<file path="src/rtl/timer_chain_pkg.sv">
package timer_chain_pkg;

  // Chain position that feeds half A of module idx; module 0 closes the ring.
  function automatic int pred_index(input int idx, input int n_mod);
    return (idx == 0) ? n_mod - 1 : idx - 1;
  endfunction

endpackage

</file>
<file path="src/rtl/tca_counter.sv">
module tca_counter #(
  parameter int CNT_W = 32
) (
  input  logic             clk,
  input  logic             rst_n,
  input  logic             enable_i,
  input  logic             periodic_i,
  input  logic             wait_i,
  input  logic             start_i,
  input  logic             trig_i,
  input  logic [CNT_W-1:0] load_i,
  output logic             run_o,
  output logic             tmo_o
);

  localparam logic [CNT_W-1:0] ONE = {{(CNT_W-1){1'b0}}, 1'b1};

  logic [CNT_W-1:0] cnt_q, cnt_d;
  logic             run_q, run_d;
  logic             tmo_q, tmo_d;
  logic             launch;
  logic             cnt_en;

  // next-state logic
  always_comb begin
    cnt_d  = cnt_q;
    run_d  = run_q;
    tmo_d  = 1'b0;
    launch = enable_i && !run_q && (wait_i ? trig_i : start_i);
    if (!enable_i) begin
      run_d = 1'b0;
    end else if (run_q) begin
      if (cnt_q == '0) begin
        tmo_d = 1'b1;
        if (periodic_i) cnt_d = load_i;
        else            run_d = 1'b0;
      end else begin
        cnt_d = cnt_q - ONE;
      end
    end else if (launch) begin
      run_d = 1'b1;
      cnt_d = load_i;
    end
  end

  assign cnt_en = run_q | launch;

  // registers
  always_ff @(posedge clk or negedge rst_n) begin
    if (!rst_n) begin
      cnt_q <= '0;
      run_q <= 1'b0;
      tmo_q <= 1'b0;
    end else begin
      if (cnt_en) cnt_q <= cnt_d;
      run_q <= run_d;
      tmo_q <= tmo_d;
    end
  end

  assign run_o = run_q;
  assign tmo_o = tmo_q;

  // idle non-waiting timer launches on start
  a_r1_start_launch: assert property (@(posedge clk) disable iff (!rst_n)
    (enable_i && !wait_i && !run_o && start_i) |=> run_o);

  // waiting idle timer stays idle without a trigger
  a_r2_wait_holds: assert property (@(posedge clk) disable iff (!rst_n)
    (wait_i && !run_o && !trig_i) |=> !run_o);

  // one-shot stops at its time-out, single-cycle pulse
  a_r6_oneshot_stops: assert property (@(posedge clk) disable iff (!rst_n)
    (tmo_o && !periodic_i) |-> !run_o);
  a_r6_pulse_single: assert property (@(posedge clk) disable iff (!rst_n)
    (tmo_o && !periodic_i) |=> !tmo_o);

  // periodic timer keeps running through a time-out
  a_r7_periodic_runs: assert property (@(posedge clk) disable iff (!rst_n)
    (tmo_o && periodic_i) |-> run_o);

endmodule

</file>
<file path="src/rtl/tca_module.sv">
module tca_module #(
  parameter int HALF_W = 16
) (
  input  logic              clk,
  input  logic              rst_n,
  input  logic              start_i,
  input  logic              trig_i,
  input  logic              split_i,
  input  logic              wait_a_i,
  input  logic              wait_b_i,
  input  logic              periodic_a_i,
  input  logic              periodic_b_i,
  input  logic [HALF_W-1:0] load_a_i,
  input  logic [HALF_W-1:0] load_b_i,
  output logic              tmo_a_o,
  output logic              tmo_b_o,
  output logic              run_a_o,
  output logic              run_b_o,
  output logic              chain_o
);

  localparam int WIDE_W = 2 * HALF_W;

  logic [WIDE_W-1:0] load_a_eff;

  // combined mode uses load_b as the upper half of the count
  assign load_a_eff = split_i ? {{HALF_W{1'b0}}, load_a_i} : {load_b_i, load_a_i};

  tca_counter #(.CNT_W(WIDE_W)) u_half_a (
    .clk        (clk),
    .rst_n      (rst_n),
    .enable_i   (1'b1),
    .periodic_i (periodic_a_i),
    .wait_i     (wait_a_i),
    .start_i    (start_i),
    .trig_i     (trig_i),
    .load_i     (load_a_eff),
    .run_o      (run_a_o),
    .tmo_o      (tmo_a_o)
  );

  // inside a split module, half A feeds half B
  tca_counter #(.CNT_W(HALF_W)) u_half_b (
    .clk        (clk),
    .rst_n      (rst_n),
    .enable_i   (split_i),
    .periodic_i (periodic_b_i),
    .wait_i     (wait_b_i),
    .start_i    (start_i),
    .trig_i     (tmo_a_o),
    .load_i     (load_b_i),
    .run_o      (run_b_o),
    .tmo_o      (tmo_b_o)
  );

  assign chain_o = split_i ? tmo_b_o : tmo_a_o;

  // split, waiting, idle half B starts after half A's time-out
  a_r3_a_feeds_b: assert property (@(posedge clk) disable iff (!rst_n)
    (split_i && wait_b_i && tmo_a_o && !run_b_o) |=> run_b_o);

  // half B is idle in combined mode
  a_r4_b_idle: assert property (@(posedge clk) disable iff (!rst_n)
    (!split_i && $past(!split_i)) |-> (!run_b_o && !tmo_b_o));

endmodule

</file>
<file path="src/rtl/trig_chain_timer_array.sv">
module trig_chain_timer_array #(
  parameter int N_MOD  = 3,
  parameter int HALF_W = 16
) (
  input  logic                     clk,
  input  logic                     rst_n,
  input  logic                     start_i,
  input  logic [N_MOD-1:0]         split_i,
  input  logic [N_MOD-1:0]         wait_a_i,
  input  logic [N_MOD-1:0]         wait_b_i,
  input  logic [N_MOD-1:0]         periodic_a_i,
  input  logic [N_MOD-1:0]         periodic_b_i,
  input  logic [N_MOD*HALF_W-1:0]  load_a_i,
  input  logic [N_MOD*HALF_W-1:0]  load_b_i,
  output logic [N_MOD-1:0]         tmo_a_o,
  output logic [N_MOD-1:0]         tmo_b_o,
  output logic [N_MOD-1:0]         run_a_o,
  output logic [N_MOD-1:0]         run_b_o
);

  logic [N_MOD-1:0] chain_out;
  logic [N_MOD-1:0] trig_in;

  for (genvar g = 0; g < N_MOD; g++) begin : g_mod
    // module 0 takes the last module's chain output
    assign trig_in[g] = chain_out[timer_chain_pkg::pred_index(g, N_MOD)];

    tca_module #(.HALF_W(HALF_W)) u_mod (
      .clk          (clk),
      .rst_n        (rst_n),
      .start_i      (start_i),
      .trig_i       (trig_in[g]),
      .split_i      (split_i[g]),
      .wait_a_i     (wait_a_i[g]),
      .wait_b_i     (wait_b_i[g]),
      .periodic_a_i (periodic_a_i[g]),
      .periodic_b_i (periodic_b_i[g]),
      .load_a_i     (load_a_i[g*HALF_W +: HALF_W]),
      .load_b_i     (load_b_i[g*HALF_W +: HALF_W]),
      .tmo_a_o      (tmo_a_o[g]),
      .tmo_b_o      (tmo_b_o[g]),
      .run_a_o      (run_a_o[g]),
      .run_b_o      (run_b_o[g]),
      .chain_o      (chain_out[g])
    );
  end

  // ring closure, waiting idle module-0 A launches on the last module's output
  a_r5_ring: assert property (@(posedge clk) disable iff (!rst_n)
    (wait_a_i[0] && !run_a_o[0] && chain_out[N_MOD-1]) |=> run_a_o[0]);

endmodule

</file>
<file path="config.mk">
export PLATFORM = sky130hd
export DESIGN_NAME = trig_chain_timer_array
export DESIGN_NICKNAME = d
export VERILOG_FILES = /design/src/rtl/timer_chain_pkg.sv /design/src/rtl/tca_counter.sv /design/src/rtl/tca_module.sv /design/src/rtl/trig_chain_timer_array.sv
export SDC_FILE = /design/constraint.sdc
export NUM_CORES = 1
export LEC_CHECK = 0
export BUFFER_PORTS_ARGS = -buffer_cell sky130_fd_sc_hd__buf_2
export CAP_MARGIN = 20
export CELL_PAD_IN_SITES_DETAIL_PLACEMENT = 1
export CELL_PAD_IN_SITES_GLOBAL_PLACEMENT = 1
export CORE_ASPECT_RATIO = 1.75
export CORE_MARGIN = 2
export CORE_UTILIZATION = 47
export DETAILED_ROUTE_END_ITERATION = 8
export PLACE_DENSITY = 0.84
export SYNTH_ARGS = -nofsm -noshare
export SYNTH_HDL_FRONTEND = slang
export SYNTH_SLANG_ARGS = --single-unit
</file>
<file path="constraint.sdc">
create_clock -name clk -period 4 [get_ports clk]
set_input_delay 0.4 -clock clk [delete_from_list [all_inputs] [get_ports clk]]
set_output_delay 0.4 -clock clk [all_outputs]
set_load 0.02 [all_outputs]
</file>
# Word-level counts from Yosys, hierarchy flattened
# Index checks and enable logic that the tools add are counted.
# word_totals
ff_bits	156
in_bits	114
output_inout_bits	12
elab_cells	147
# classes
addsub	6
n_eq_ne	6
n_mux	78
n_bitwise	6
reduce_logical	33
# op_table
operator	n
$mux W32	15
$mux W16	12
$logic_not A32 Y1	3
$sub A32 B1 Y32 const B	3
$mux W1	51
$logic_not A16 Y1	3
$sub A16 B1 Y16 const B	3
$ne A3 B3 Y1 const B	6
$reduce_and A4 Y1	3
$reduce_bool A2 Y1	6
$logic_and A1 B1 Y1	9
$reduce_and A3 Y1	3
$logic_not A1 Y1	6
$or A1 B1 Y1	6

# Logic depth before layout (Yosys ltp)
# logic_depth
word_depth	6
mapped_depth	11
mapped_depth_nobuf	9

# By module
# From an unflattened synthesis, not the netlist that was laid out.
# hier_totals
hier_cells	1296
hier_area_um2	11478.5
# by_module_without_submodules
mod	instances	cells_each	area_per_inst_um2	seq_area_each_um2
tca_counter (g_mod[0].u_mod.u_half_a ...)	3	275	2521.2	850.8
tca_counter (g_mod[0].u_mod.u_half_b ...)	3	138	1177.4	450.4
tca_module	3	19	127.6	0.0

# Worst setup path after synthesis
# OpenSTA, ideal clock, no wires.
# synth_timing
path_kind	register to register
from	register g_mod[1].u_mod.u_half_a.cnt_q[10]
to	register g_mod[1].u_mod.u_half_a.cnt_q[27]
setup_time_ns	0.124
arrival_time_ns	2.642
t_required_ns	3.876
path_slack_ns	1.234
stages_incl_launch_ff	9
path_buffers	2
synth_period_minus_slack_ns	2.766
path_cell_list	dfrtp_1 or4_4 or3_1 buf_6 or4_4 buf_6 o211a_1 o21a_1 a211o_1
# synth_via
elab_chain_len	3
elab_cells_between_ends	6
classes_between	add/sub (1); eq/ne (1); mux (2); reduce/logical (2)
# synth_rtl
item	line	rtl
start: declaration	tca_counter.sv:18	logic [CNT_W-1:0] cnt_q, cnt_d;
start signal: assignment	tca_counter.sv:55	if (cnt_en) cnt_q <= cnt_d;
$sub A32 B1 Y32 / $logic_not A32 Y1 (equally long branches)	tca_counter.sv:38, tca_counter.sv:33	
$mux W32 / $ne A3 B3 Y1 (equally long branches)	--	
$mux W32 / $reduce_and A3 Y1 (equally long branches)	--	
# Parallel ways exist; a longest one is shown, timed or not.
# A chain may end at the register's enable or synchronous reset.

# Worst setup path after layout
# layout_timing
from	register g_mod[1].u_mod.u_half_a.cnt_q[10]
to	register g_mod[1].u_mod.u_half_a.cnt_q[13]
# Same word-level chain as after synthesis.

==> flow_metrics.py <==
metrics = {
    "synth": {
        "avgSynthCellArea_um2": 8.14,
        "netlist_area_um2": 10000,
        "netlist-cell-type-count": 74,
        "syn_nets": 1356,
        "synth-seq-area-share_pct": 39.0,
        "synth_top_area_cell": "dfrtp_1",
        "ys.flop_type": "dfrtp_1",
        "ys_ff_latch": 156,
        "async_reset_ff_share_pct": 100,
        "synth_area_leaders": "dfrtp_1, o21ai_0, a21oi_1",
        "synth_top_area_share_pct": 39.0,
        "syn_inst": 1230,
        "synth_edf_count": 0,
        "yosysWarnings": 0,
    },
    "place": {
        "finalWeightedCongestion": 0.853,
        "place_ws_ps": 628,
        "port_buffers": 125,
        "dpl.hpwl_um": 24400,
        "placed_area_um2": 10900,
    },
    "sta": {
        "whs_ps": 180,
        "final_hold_viol_count": 0,
        "period_minus_slack_ps": 3410,
        "rsz0062_at_grt": "no",
        "finalWorstSetupSlack_ps": 591,
        "relSlewSlack_pct": 28.6,
        "worstMarginPinSlew_ps": 1070,
        "fin_crit_sh_pct": 85.2,
        "finalClockSkew_ps": 9.81,
        "finalSetupViolCount": 0,
        "fmax_ghz": 0.293,
        "setup_tns_ps": 0,
        "drv_slew": 0,
    },
    "layout": {
        "finalNetCount": 1455,
        "utilization_pct": 54.8,
        "drive_gt1_share_pct": 16.6,
        "syn_to_final_growth_pct": 14.5,
        "final_area_um2": 11500,
    },
    "cts": {
        "clk_path_buf_depth": 2,
        "cts_root_buffer": "clkbuf_16",
        "ctsResizeCount": 0,
        "clkTransAtPathRegs_ps": 60,
        "cts_sinks": 156,
        "cts_buffers": 17,
        "htreeDepth": 4,
        "cts_tree": "yes",
        "clock_latency_ps": 440,
    },
    "global_route": {
        "grt_pass1_vias": 10900,
        "grt-ovfl-total": 0,
        "grt_use_total_pct": 30.7,
        "antenna_found_initial": 2,
        "grt_pass1_wl_um": 55300,
        "grt_max_degree": 69,
    },
    "worst_setup_path": {
        "criticalPathCategory": "flop to flop",
        "cp-startpoint": "g_mod[1].u_mod.u_half_a.cnt_q[10]",
        "cp.required_ps": 4320,
        "start_kind": "flop",
        "crit_arrival_ps": 3730,
        "ff2ff_setup_slack_ps": 590,
        "ff2ff_path_depth": 7,
        "r2r_start": "g_mod[1].u_mod.u_half_a.cnt_q[10]",
        "path_max_fanout": 12,
        "timing.rr.end": "g_mod[1].u_mod.u_half_a.cnt_q[13]",
        "crit_end": "g_mod[1].u_mod.u_half_a.cnt_q[13]",
        "end_kind": "flop",
    },
    "floorplan": {
        "fp-row-count": 70,
        "start_util_pct": 47.8,
        "die_y_um": 197,
        "core_area_um2": 20900,
        "die-area_um2": 22500,
        "io_pins": 126,
        "die_w_um": 114,
    },
    "routing": {
        "routed_wl_um": 33700,
        "num_vias": 10300,
        "dr.pass1.iters": 5,
        "drt-vias-per-instance": 6.49,
        "post_drt_wl_per_cell_um": 21.2,
        "ant_nets": 0,
        "dr.first_iter.drc_count": 510,
        "drcViolationCount": 0,
    },
    "run_status": {
        "status": "completed",
    },
    "power_and_ir_drop": {
        "leakagePower_uw": 0.00479,
        "powerDensity_nw_per_um2": 456,
        "vdd_drop_max_mv": 0.387,
    },
    "hold_path": {
        "hp-class": "input port to flop",
    },
    "flow_run": {
        "maxCapViolations": 0,
    },
}
-- per-stage QoR --
stage / power [µW] / std cells
6_report: 5220 / 1594
5_1_grt: 5540 / 1593
4_1_cts: 5250 / 1592
3_5_place_dp: 3570 / 1560
3_3_place_gp: 3490 / 1560
2_1_floorplan: 3100 / 1230
-- area by class of cell --
| cell class | count | area [µm²] |
|---|---|---|
| antenna | 1 | 2.50 |
| tap | 252 | 315 |
| fill | 2613 | 9470 |
| clock buffer | 18 | 429 |
| inverter | 51 | 191 |
| multi-input combinational | 947 | 5590 |
| sequential | 156 | 3900 |
| timing repair buffer | 156 | 880 |
| clock inverter | 13 | 151 |
-- critical path, stage by stage, from the launching register on --
cell and delay [ps]:
dfrtp_1 430, or4_4 580, or4_4 570, or3_1 620, nand2_1 440, buf_4 240, o21ai_0 100, a211o_1 330
-- routing by layer --
metal	routed length, µm	GRT usage (%)	vias to the layer above	share of wire, %
met1	13300	34.6	5149	39
met4	1390	15.2	0	4.1
met5	0	0	-	0
met2	17800	55.5	279	53
met3	1290	4.76	91	3.8
li1	-	-	4826	-
-- cell usage after synthesis, types with 17 or more instances --
| cell | n |
|---|---|
| a21oi_1 | 125 |
| o21ai_0 | 137 |
| or4_1 | 17 |
| inv_1 | 48 |
| nor4_1 | 43 |
| nor2_1 | 120 |
| and3_1 | 17 |
| clkbuf_1 | 49 |
| nor3_1 | 61 |
| nand3_1 | 40 |
| dfrtp_1 | 156 |
| or3_1 | 19 |
| nand2_1 | 68 |
| a31oi_1 | 37 |
-- power breakdown --
| group | internal [µW] | total, µW | switching (µW) |
|---|---|---|---|
| logic | 517 | 1230 | 716 |
| registers | 1920 | 2340 | 416 |
| clock network | 971 | 1660 | 685 |
-- layout by cell type, fill, tap and decap left out, types with 6 or more instances in the layout --
cell type and count:
a211o_1 8, a211oi_1 10, a21boi_1 6, a21o_1 6, a21oi_1 125, a221o_1 6, a22oi_1 9, a2bb2oi_1 6
a311oi_1 6, a31oi_1 37, and2_1 7, and3_1 17, buf_2 124, buf_4 29, clkbuf_16 17, clkinv_2 6
dfrtp_1 156, ha_1 12, inv_1 48, mux2i_1 11, nand2_1 68, nand2b_1 10, nand3_1 40, nand4_1 14
nor2_1 120, nor2b_1 10, nor3_1 61, nor4_1 43, o211ai_1 11, o21a_1 10, o21ai_0 136, o21ai_1 9
o22ai_1 9, o2bb2ai_1 7, o31ai_1 10, or2_2 11, or3_1 19, or4_1 17
-- worst min path at each step --
stage                 start                                end  cells past startpoint
2_1_floorplan         rst_n   g_mod[0].u_mod.u_half_a.cnt_q[0]                      0
3_3_place_gp          rst_n   g_mod[1].u_mod.u_half_b.cnt_q[0]                      1
3_5_place_dp          rst_n   g_mod[1].u_mod.u_half_b.cnt_q[0]                      1
4_1_cts        load_a_i[44]  g_mod[2].u_mod.u_half_a.cnt_q[12]                      3
5_1_grt        load_a_i[44]  g_mod[2].u_mod.u_half_a.cnt_q[12]                      3
6_report       load_a_i[44]  g_mod[2].u_mod.u_half_a.cnt_q[12]                      3
-- sequential cells by signal, indices dropped and copies added (netlist names) --
register and flops:
g_mod.u_mod.u_half_a.cnt_q 96, g_mod.u_mod.u_half_b.cnt_q 48, g_mod.u_mod.u_half_a.run_o 3, g_mod.u_mod.u_half_a.tmo_o 3, g_mod.u_mod.u_half_b.run_o 3, g_mod.u_mod.u_half_b.tmo_o 3
-- timing repair --
item,4_1_cts,5_1_grt
setup buffers,0,0
hold buffers,1,0
hold endpoints to repair,1,0
-- kinds of logic after synthesis --
group           synth area share (%)
buf+inv                         5.50
compound gates                  28.3
flops                           39.0
mux                             1.66
xor+xnor                       0.175
fa+ha+maj                       1.50
simple gates                    23.9
(Power assumes the default switching activity.)
